## src/rtl/cbox_pkg.sv

```systemverilog
package cbox_pkg;
  localparam int NUM_CAND = 8;
  localparam int SEL_W    = $clog2(NUM_CAND);
  localparam int NUM_OPS  = 2;
  localparam int CFG_W    = NUM_OPS * SEL_W;

  typedef enum logic [SEL_W-1:0] {
    CAND_LSB_N = 3'd0,
    CAND_LSB_S = 3'd1,
    CAND_LSB_E = 3'd2,
    CAND_LSB_W = 3'd3,
    CAND_SB_N  = 3'd4,
    CAND_SB_S  = 3'd5,
    CAND_SB_E  = 3'd6,
    CAND_SB_W  = 3'd7
  } candCode_e;

  typedef struct packed {
    logic [SEL_W-1:0] selA;
    logic [SEL_W-1:0] selB;
  } cboxSel_t;
endpackage

```

## src/rtl/cbox_ctrl.sv

```systemverilog
module cbox_ctrl
  import cbox_pkg::*;
(
  input  logic     clk,
  input  logic     rstN,
  input  logic     cfgEn,
  input  logic     cfgIn,
  output logic     cfgOut,
  output cboxSel_t sel
);
  logic [CFG_W-1:0] cfgReg;

  // serial chain: newest bit enters at the bottom, oldest leaves at the top
  always_ff @(posedge clk or negedge rstN) begin
    if (!rstN) begin
      cfgReg <= '0;
    end else if (cfgEn) begin
      cfgReg <= {cfgReg[CFG_W-2:0], cfgIn};
    end
  end

  assign cfgOut   = cfgReg[CFG_W-1];
  assign sel.selA = cfgReg[CFG_W-1 -: SEL_W];
  assign sel.selB = cfgReg[SEL_W-1:0];
endmodule

```

## src/rtl/cbox_datapath.sv

```systemverilog
module cbox_datapath
  import cbox_pkg::*;
#(
  parameter int DATA_W = 16
) (
  input  cboxSel_t          sel,
  input  logic [DATA_W-1:0] lsbNorth,
  input  logic [DATA_W-1:0] lsbSouth,
  input  logic [DATA_W-1:0] lsbEast,
  input  logic [DATA_W-1:0] lsbWest,
  input  logic [DATA_W-1:0] sbNorth,
  input  logic [DATA_W-1:0] sbSouth,
  input  logic [DATA_W-1:0] sbEast,
  input  logic [DATA_W-1:0] sbWest,
  output logic [DATA_W-1:0] opA,
  output logic [DATA_W-1:0] opB
);
  logic [DATA_W-1:0] candBus [NUM_CAND];
  logic [DATA_W-1:0] muxOut  [NUM_OPS];

  assign candBus[CAND_LSB_N] = lsbNorth;
  assign candBus[CAND_LSB_S] = lsbSouth;
  assign candBus[CAND_LSB_E] = lsbEast;
  assign candBus[CAND_LSB_W] = lsbWest;
  assign candBus[CAND_SB_N]  = sbNorth;
  assign candBus[CAND_SB_S]  = sbSouth;
  assign candBus[CAND_SB_E]  = sbEast;
  assign candBus[CAND_SB_W]  = sbWest;

  // one bus-wide 8:1 multiplexer per operand
  for (genvar p = 0; p < NUM_OPS; p++) begin : gOpMux
    logic [SEL_W-1:0] portSel;
    assign portSel = (p == 0) ? sel.selA : sel.selB;
    always_comb begin
      muxOut[p] = candBus[portSel];
    end
  end

  assign opA = muxOut[0];
  assign opB = muxOut[1];
endmodule

```

## src/rtl/cbox_top.sv

```systemverilog
module cbox_top
  import cbox_pkg::*;
#(
  parameter int DATA_W = 16
) (
  input  logic              clk,
  input  logic              rstN,
  input  logic              cfgEn,
  input  logic              cfgIn,
  output logic              cfgOut,
  input  logic [DATA_W-1:0] lsbNorth,
  input  logic [DATA_W-1:0] lsbSouth,
  input  logic [DATA_W-1:0] lsbEast,
  input  logic [DATA_W-1:0] lsbWest,
  input  logic [DATA_W-1:0] sbNorth,
  input  logic [DATA_W-1:0] sbSouth,
  input  logic [DATA_W-1:0] sbEast,
  input  logic [DATA_W-1:0] sbWest,
  output logic [DATA_W-1:0] opA,
  output logic [DATA_W-1:0] opB
);
  cboxSel_t selBus;

  cbox_ctrl uCtrl (
    .clk    (clk),
    .rstN   (rstN),
    .cfgEn  (cfgEn),
    .cfgIn  (cfgIn),
    .cfgOut (cfgOut),
    .sel    (selBus)
  );

  cbox_datapath #(.DATA_W(DATA_W)) uData (
    .sel      (selBus),
    .lsbNorth (lsbNorth),
    .lsbSouth (lsbSouth),
    .lsbEast  (lsbEast),
    .lsbWest  (lsbWest),
    .sbNorth  (sbNorth),
    .sbSouth  (sbSouth),
    .sbEast   (sbEast),
    .sbWest   (sbWest),
    .opA      (opA),
    .opB      (opB)
  );
endmodule

```

## config.mk

```make
export PLATFORM = sky130hd
export DESIGN_NAME = cbox_top
export DESIGN_NICKNAME = d
export VERILOG_FILES = /design/src/rtl/cbox_pkg.sv /design/src/rtl/cbox_ctrl.sv /design/src/rtl/cbox_datapath.sv /design/src/rtl/cbox_top.sv
export SDC_FILE = /design/constraint.sdc
export NUM_CORES = 1
export LEC_CHECK = 0
export BUFFER_PORTS_ARGS = -buffer_cell sky130_fd_sc_hd__buf_2
export CAP_MARGIN = 10
export CORE_MARGIN = 2
export CORE_UTILIZATION = 44
export CTS_BUF_LIST = sky130_fd_sc_hd__clkbuf_8
export DETAILED_ROUTE_END_ITERATION = 12
export GPL_TIMING_DRIVEN = 0
export HOLD_SLACK_MARGIN = 0.02
export PLACE_DENSITY = 0.93
export SYNTH_ARGS = -nofsm -noshare
export SYNTH_HDL_FRONTEND = slang
export SYNTH_SLANG_ARGS = --single-unit
```

## constraint.sdc

```tcl
create_clock -name clk -period 1.9 [get_ports clk]
set_clock_uncertainty 0.05 [all_clocks]
set_input_delay 0.285 -clock clk [delete_from_list [all_inputs] [get_ports clk]]
set_output_delay 0.285 -clock clk [all_outputs]
set_load 0.01 [all_outputs]
```

==> metrics.cfg, run 1 <==
[yosys]
synth_top_family_by_area=multiplexers
yosysSeqAreaShare_pct=6.257
synth_area_mm2=0.002400
synth_cell_types=10
synth-seq-cells=6
synth_compound_area_share_pct=0
avgSynthCellArea_um2=18.60
syn_inst=129
synth_xor_area_share_pct=0
synth_fp_nets=261
yosys_warnings=0
synth_fa_ha_area_share_pct=0
synth_mux_area_share_pct=86.81
synthSimpleGateAreaFrac_pct=0

[power]
p_leak_nw=1.660
ir_drop_mv=0.6534
p_per_area_mw_per_mm2=871.2

[global_routing]
grt_antenna_before_repair=0
first_global_vias=2706
track_usage_pct=32.00
grt_max_degree=11
overflow=0
grt_pass1_wl_um=14480

[clocking]
cts_tree=yes
cts_max_level=1
cts_made_buffers=3
cts-root-buf=clkbuf_8
clock_latency_ps=230
cts_max_path_buffers=2
clk_pin_slew_ps=40
clkSinkCount=6

[die]
fp.dieH_um=77.85
dieArea_mm2=0.006061
io_pins=165
initial_utilization_pct=46.40
core_area_mm2=0.005172
die_w_um=77.85
rows=26

[cells_and_area]
instances_no_fill=373
nNetsFinal=437
largest_register_ffs=6
seq_area_um2=151.4
diodes=0
final_layout_size_suffix_gt1_share_pct=92.74
multi_input_area_mm2=0.001989
fillers=399
syn_to_final_growth_pct=49.84

[sta]
clock.fmax_mhz=449.1
rsz0062_at_grt=true
setup_viol=32
hold_slack_ps=275.7
min_period_over_period_pct=117.2
min_period_ps=2227
hold_violations=0
slew_headroom_pct=75.69
setup_ws_ps=-326.9
worst_pin_slew_ps=364.6
timing.setup.tns_ps=-8916
drv_slew=0

[worst_setup_path]
cp.required_ps=1560
worstPathMaxFanout=10
reg2reg_depth=3
rr_startpoint=uCtrl.sel[1]
critPathKind=reg2out
endpoint_kind=primary output
crit_path_start=uCtrl.sel[0]
cp-start-kind=flop
setup.worst_path.end=opB[6]
r2r_slack_ps=590
cp_data_arrival_time_ps=1890
timing.rr.end=uCtrl.sel[2]

[routing]
drc_errors=0
vias=2468
avgRoutedWirePerCell_um=27.52
wl_um=10270
dr.pass1.iters=4
ant_nets=0
via_per_inst=6.617
drtIter0Drc=137

[place]
dp_hpwl_um=7280
pre_cts_slack_ps=-433.3
gp_congestion=0.8881
dp.cells=362
port_buffers=163

[hold_path]
min_path_type=in2reg

[status]
violations=setup timing
status=complete, but fails checks

[job]
drv_cap=0

==> area by class of cell <==
| class | count | share of cell area, % |
|---|---|---|
| Buffer | 19 | 6.333 |
| Clock buffer | 3 | 1.148 |
| Multi-Input combinational cell | 102 | 55.32 |
| Sequential cell | 6 | 4.210 |
| Tap cell | 70 | 2.436 |
| Timing Repair Buffer | 173 | 30.55 |
==> cell usage after synthesis, drive strengths merged <==
cell / instances / area, um^2
clkbuf: 9 / 33.78
mux4: 64 / 1655
buf: 12 / 132.6
mux2: 38 / 427.9
dfrtp: 6 / 150.1
==> metrics by stage <==
| stage | utilization, % | instance area (um^2) | total power, mW |
|---|---|---|---|
| 6_report | 69.52 | 3596 | 3.133 |
| 5_1_grt | 69.52 | 3596 | 3.247 |
| 4_1_cts | 67.10 | 3471 | 2.779 |
| 3_5_place_dp | 63.86 | 3303 | 2.202 |
| 3_3_place_gp | 63.86 | 3303 | 2.131 |
| 2_1_floorplan | - | 2400 | 1.522 |
==> critical path, cell delays in order, from the launching register on <==
cell     delay (ps)
dfrtp_1         340
buf_6           160
buf_12          150
mux4_1          570
mux2_2          280
buf_2           140
==> power breakdown <==
group	leakage, nW	internal (mW)	switching [mW]
registers	0.0697	0.157	0.0591
logic	1.57	1.65	1.05
clock network	0.0216	0.138	0.0701
total	1.66	1.95	1.18
==> metal layers <==
metal	global-route usage, %	vias to the layer above	wire [um]
li1	-	970	-
met1	33.90	1245	3397
met2	60.43	206	5533
met3	6.977	47	878
met4	13.39	0	456
met5	0	-	0
==> worst min-delay path by stage <==
| stage | from | to | slack [ps] | depth (start not counted) |
|---|---|---|---|---|
| 2_1_floorplan | rstN | uCtrl.sel[0] | -60 | 0 |
| 3_3_place_gp | rstN | uCtrl.sel[0] | 60 | 1 |
| 3_5_place_dp | rstN | uCtrl.sel[0] | 60 | 1 |
| 4_1_cts | cfgIn | uCtrl.sel[0] | 250 | 2 |
| 5_1_grt | cfgIn | uCtrl.sel[0] | 270 | 2 |
| 6_report | cfgIn | uCtrl.sel[0] | 280 | 2 |
==> layout by cell type, fill, tap and decap left out <==
| master | n |
|---|---|
| buf_12 | 6 |
| buf_2 | 146 |
| buf_4 | 4 |
| buf_6 | 23 |
| buf_8 | 1 |
| clkbuf_1 | 1 |
| clkbuf_16 | 4 |
| clkbuf_4 | 4 |
| clkbuf_8 | 5 |
| dfrtp_1 | 5 |
| dfrtp_2 | 1 |
| dlygate4sd3_1 | 1 |
| mux2_2 | 21 |
| mux2_4 | 17 |
| mux4_1 | 15 |
| mux4_2 | 49 |
==> what timing repair did <==
action                                 4_1_cts  5_1_grt
gates cloned                                 0        4
gates resized for setup                     66       41
hold buffers                                 1        0
setup buffers                                4        1
setup endpoints to repair                   32       32
endpoints found under the hold margin        6        0
==> cell families (layout without fill, tap and decap cells) <==
family / after synthesis / in the layout
mux: 102 / 102
buf+inv: 21 / 195
flops: 6 / 6
Power figures use the tool's default switching activity.
==> inputs of run 2 (changes only) <==
--- a/config.mk
+++ b/config.mk
@@ -5,10 +5,12 @@
 export SDC_FILE = /design/constraint.sdc
 export NUM_CORES = 1
 export LEC_CHECK = 0
+export ABC_AREA = 1
 export BUFFER_PORTS_ARGS = -buffer_cell sky130_fd_sc_hd__buf_2
 export CAP_MARGIN = 10
+export CORE_ASPECT_RATIO = 0.8
 export CORE_MARGIN = 2
-export CORE_UTILIZATION = 44
+export CORE_UTILIZATION = 48
 export CTS_BUF_LIST = sky130_fd_sc_hd__clkbuf_8
 export DETAILED_ROUTE_END_ITERATION = 12
 export GPL_TIMING_DRIVEN = 0
==> run 2 against run 1 <==
Against the previous run: the run now ends clean; global-route usage up 5.0 points; combinational power fell by 28%; core utilization is 2.6 points lower; register-to-register slack improved by 160 ps; die area increased by 21%; count of clock-buffer cells in the layout unchanged; setup slack better by 350 ps; largest cell class unchanged.
==> metrics.cfg, run 2 <==
[status]
status=complete, no violations

[power]
p_sw_mw=1.281
internal_power_mw=1.010
p_total_mw=2.291
sw_frac_of_total_pct=55.92
p_seq_share_pct=6.6
p_comb_share_pct=84.7
p_leak_nw=3.073
p_clk_share_pct=8.6
p_per_area_mw_per_mm2=534.3
ir_drop_mv=0.5377

[worst_setup_path]
reg2reg_depth=4
cpPeakStageDelay_ps=390
r2r_slack_ps=750
timing.rr.end=uCtrl.sel[4]
critPathKind=reg2out
endpoint_kind=primary output
cp-start-kind=flop
cp.required_ps=1560
cp_slowest_cell=dfrtp_1
rr_startpoint=uCtrl.sel[4]
worstPathMaxFanout=10
worst_path_most_repeated_cell=nand2_1
path_cells=inv_2 > buf_6 > buf_4 > nand2_1 > nand3_1 > nand2_1 > nand2_1 > nand2_1 > buf_2
cp_data_arrival_time_ps=1540

[cells_and_area]
final_common_cell=nand2_1
final_cell_mix=nand2_1 (422), buf_2 (179), inv_1 (128), nand3_1 (128), buf_6 (19)
multi_input_area_mm2=0.002255
fin_util_pct=66.91
instances_no_fill=997
diodes=0
final_layout_size_suffix_gt1_share_pct=24.21
nNetsFinal=1047
fillers=655
syn_to_final_growth_pct=34.02
largest_register_ffs=6
seq_area_um2=150.1

[clocking]
clk_pin_slew_ps=40
cts_tree=yes
cts_max_path_buffers=2
cts-root-buf=clkbuf_8
cts_setup_buffers=0
cts_max_level=1
clkSinkCount=6
cts_made_buffers=3
clock_latency_ps=230

[die]
die_w_um=95.28
io_pins=165
initial_utilization_pct=49.92
rows=26
core_area_mm2=0.006409
fp.dieH_um=77.02
dieArea_mm2=0.007338

[yosys]
async_reset_ff_share_pct=100.0
synthSimpleGateAreaFrac_pct=69.53
synth_top_family_by_area=simple AND/OR/NAND/NOR gates
synth_flop_cell=dfrtp_1
yosysSeqAreaShare_pct=4.693
yosys_warnings=0
ys_top_cells_by_area=nand2_1 (50%), nand3_1 (20%), inv_1 (15%), dfrtp_1 (4.7%), buf_2 (4.5%)
synth_area_mm2=0.003199
yosysTopAreaCell=nand2_1
synth_fp_nets=877
syn_inst=745
synth_mux_area_share_pct=0
synth-seq-cells=6
synth_cell_types=12
synth_fa_ha_area_share_pct=0
synth_compound_area_share_pct=0.9386
synth_top_cell_area_share_pct=49.51
synth_most_common_cell=nand2_1
synth_edf_count=0
synth_commonest_cells=nand2_1 (422), inv_1 (129), nand3_1 (128)
synth_xor_area_share_pct=0
avgSynthCellArea_um2=4.294

[hold_path]
min_path_type=in2reg
hp-start=cfgIn
hold_depth=3
min_delay_worst_endpoint=uCtrl.sel[0]

[routing]
vias=5344
drtIter0Drc=757
via_per_inst=5.360
ant_nets=0
dr.pass1.iters=9
drc_errors=0
wl_um=14090
avgRoutedWirePerCell_um=14.13

[sta]
drv_slew=0
setup_viol=0
clock.fmax_mhz=532.1
min_period_over_period_pct=98.91
worst_pin_slew_ps=389.8
rsz0062_at_grt=true
min_period_ps=1879
setup_ws_ps=20.72
hold_violations=0
slew_headroom_pct=74.01
timing.setup.tns_ps=0

[job]
drv_cap=0

[global_routing]
grt_max_degree=11
grt_antenna_before_repair=0
overflow=0
first_global_vias=4761
track_usage_pct=36.97
grt_pass1_wl_um=21680

[place]
pre_cts_slack_ps=170.5
port_buffers=164
dp.cells=993
dp_hpwl_um=10510
gp_congestion=1.035

[run 2: logic make-up after synthesis]
family / count (synthesis)
AOI/OAI and AO/OA: 6
DFF: 6
buffers and inverters: 183
and+or+nand+nor: 550
[run 2: worst max path at each step]
stage	from	to	slack (ps)	depth (start not counted)
floorplan	uCtrl.sel[5]	opA[0]	530	5
global placement	uCtrl.sel[2]	opB[12]	180	5
detailed placement	uCtrl.sel[5]	opA[0]	170	6
CTS	uCtrl.sel[0]	opB[1]	7	9
global route	uCtrl.sel[0]	opB[6]	-30	9
finish	uCtrl.sel[0]	opB[12]	20	9
[run 2: critical path, delay by kind of cell, from the launching register on]
kind                   cells  cell delay (ps)
buffers and inverters      4              530
AND/OR/NAND/NOR            5              380
flip-flops                 1              390
[run 2: power groups by stage]
| stage | registers, mW | logic, mW | clock network (mW) |
|---|---|---|---|
| 6_report | 0.152 | 1.94 | 0.197 |
| 5_1_grt | 0.153 | 2.11 | 0.205 |
| 4_1_cts | 0.152 | 1.81 | 0.193 |
| 3_5_place_dp | 0.153 | 1.80 | 0 |
| 3_3_place_gp | 0.153 | 1.77 | 0 |
| 2_1_floorplan | 0.154 | 1.15 | 0 |
[run 2: what timing repair did]
| item | in CTS | in global routing |
|---|---|---|
| endpoints found under the hold margin | 6 | 0 |
| hold buffers | 1 | 0 |
| setup endpoints to repair | 14 | 32 |
| resized for setup | 6 | 44 |
[run 2: final cells by class]
cell class                      count  area share (%)
Multi-Input combinational cell    556           52.58
Timing Repair Buffer              165           19.38
Inverter                          134           11.85
Buffer                             49           9.279
Sequential cell                     6           3.502
Tap cell                           84           2.451
Clock buffer                        3          0.9629
[run 2: per-layer routing]
layer / GRT usage (%) / share of wire (%) / up-vias
met5: 0 / 0 / -
met1: 48.22 / 37 / 2226
met4: 16.96 / 3.9 / 0
met2: 58.52 / 42 / 511
li1: - / - / 2532
met3: 6.582 / 17 / 75
[run 2: metrics by stage]
stage	hold WS, ps	instance area [um^2]
detailed placement	72.21	4125
floorplan	-60.59	3199
CTS	246.1	4187
finish	253.4	4288
global route	269.7	4288
global placement	67.88	4125
==> inputs of run 3 (changes only) <==
--- a/config.mk
+++ b/config.mk
@@ -16,6 +16,8 @@
 export GPL_TIMING_DRIVEN = 0
 export HOLD_SLACK_MARGIN = 0.02
 export PLACE_DENSITY = 0.93
+export REMOVE_ABC_BUFFERS = 1
 export SYNTH_ARGS = -nofsm -noshare
 export SYNTH_HDL_FRONTEND = slang
 export SYNTH_SLANG_ARGS = --single-unit
+export TNS_END_PERCENT = 5
==> run 3 against run 2 <==
Against the previous run: the flow now finishes with violations (setup timing); core utilization grew 1.5 points; setup slack lost 54 ps; via count shrank 4.5%; register-to-register slack lost 140 ps; sequential power grew 64%; global-route usage shrank 6.0 points; clock power shrank 6%; cell count shrank 2.1%; count of clock-buffer cells in the layout is the same; cell area grew 2.3%; critical path depth shrank 1; critical path type unchanged.
==> metrics.cfg, run 3 (synthesized netlist as in run 2, its figures left out) <==
[sta]
min_period_ps=1933
worst_pin_slew_ps=474.9
setup_ws_ps=-32.98
min_period_over_period_pct=101.7
hold_slack_ps=236.4
setup_viol=1
rsz0062_at_grt=true
slew_headroom_pct=68.34
clock.fmax_mhz=517.3
drv_slew=0
hold_violations=0

[clocking]
cts_max_path_buffers=2
cts_max_level=1
cts_tree=yes
clock_latency_ps=220
cts-root-buf=clkbuf_8
cts_made_buffers=3
clk_pin_slew_ps=30
clkSinkCount=6

[routing]
topRoutingLayerUsed=met4
drtIter0Drc=634
wl_um=12820
wl_met1_um=4925
drc_errors=0
dr.pass1.iters=5
vias=5104
avgRoutedWirePerCell_um=13.14
wl_met2_um=5569
ant_nets=0
via_per_inst=5.230
wl_met3_um=1829

[hold_path]
hp-start=cfgIn
min_path_type=in2reg
hold_depth=3
min_delay_worst_endpoint=uCtrl.sel[0]

[die]
fp.dieH_um=77.02
die_w_um=95.28
rows=26
initial_utilization_pct=49.92
dieArea_mm2=0.007338
core_area_mm2=0.006409
io_pins=165

[cells_and_area]
final_cell_mix=nand2_1 (418), buf_2 (163), inv_1 (128)
fin_util_pct=68.43
nNetsFinal=1026
stdcell_area_mm2=0.004385
largest_register_ffs=6
syn_to_final_growth_pct=37.07
final_common_cell=nand2_1
diodes=0
final_layout_size_suffix_gt1_share_pct=23.77

[place]
port_buffers=164
pre_cts_slack_ps=-1205
place_area_mm2=0.003876
gp_congestion=0.8037
dp_hpwl_um=7083

[power]
sw_frac_of_total_pct=54.47
internal_power_mw=1.048
p_leak_nw=3.035
p_seq_share_pct=10.8
ir_drop_mv=0.2529
p_per_area_mw_per_mm2=525.2
p_clk_share_pct=8.1
p_comb_share_pct=81.1
p_sw_mw=1.255

[global_routing]
track_usage_pct=30.99
grt_pass1_wl_um=18710
grt_max_degree=39
overflow=0
grt_antenna_before_repair=0
first_global_vias=4201

[status]
status=complete, but fails checks
violations=setup timing

[worst_setup_path]
cp.required_ps=1560
r2r_slack_ps=610
cpPeakStageDelay_ps=510
cp-start-kind=flop
path_cells=buf_16 > inv_8 > nand2_1 > nand3_1 > nand2_1 > nand2_1 > nand2_1 > buf_2
rr_startpoint=uCtrl.sel[2]
reg2reg_depth=2
cp_slowest_cell=dfrtp_4
worst_path_most_repeated_cell=nand2_1
endpoint_kind=primary output
cp_top_family=flip-flops
cp_data_arrival_time_ps=1600
critPathBufInv=3
worstPathMaxFanout=16
critPathKind=reg2out
timing.rr.end=uCtrl.sel[2]

[job]
drv_cap=0

## run 3: metal layers
layer | vias to the layer above | global-route usage (%)
met5 | - | 0
met4 | 0 | 12.75
met3 | 62 | 3.929
met2 | 424 | 52.75
met1 | 2130 | 38.88
li1 | 2488 | -
## run 3: area by class of cell
type                    count  area, um^2
repair buffers            189        1165
flip-flops and latches      6       167.7
multi-input cells         556        2270
clock buffers               3       41.29
inverters                 134       571.8
fillers                   616        2023
repair inverters            4       65.06
well taps                  84       105.1
## run 3: worst max path at each step
stage	startpoint	endpoint	slack, ps	depth (start not counted)
floorplan	uCtrl.sel[0]	opB[0]	-870	6
global placement	uCtrl.sel[3]	opA[4]	-1990	7
detailed placement	uCtrl.sel[4]	opA[4]	-1200	6
CTS	uCtrl.sel[4]	opA[4]	-10	7
global route	uCtrl.sel[3]	opA[1]	-90	8
finish	uCtrl.sel[3]	opA[1]	-30	8
## run 3: tightest hold or removal path, delay by kind of cell
family                 cells  cell delay [ps]
AO/OA/AOI/OAI              1               60
buffers and inverters      1               80
AND/OR/NAND/NOR            1               40
## run 3: timing repair
item,4_1_cts,5_1_grt
cloned,4,3
hold endpoints to repair,6,0
pin swaps,0,4
hold buffers,1,0
gates resized for setup,31,15
setup buffers,8,11
endpoints found under the setup margin,38,32
## run 3: power groups by stage
stage                     sequential, mW  combinational [mW]  clock [mW]
after floorplan                    0.265               0.914           0
after global placement             0.342                1.38           0
final                              0.249                1.87       0.186
after global routing               0.251                2.05       0.201
after detailed placement           0.287                1.47           0
after CTS                          0.266                1.65       0.188
## run 3: metrics by stage
stage	TNS [ps]	total power, mW	instances
3_5_place_dp	-32940	1.755	946
2_1_floorplan	-28230	1.179	696
3_3_place_gp	-66710	1.724	944
6_report	-32.98	2.303	976
5_1_grt	-300.2	2.502	976
4_1_cts	-21.90	2.101	962
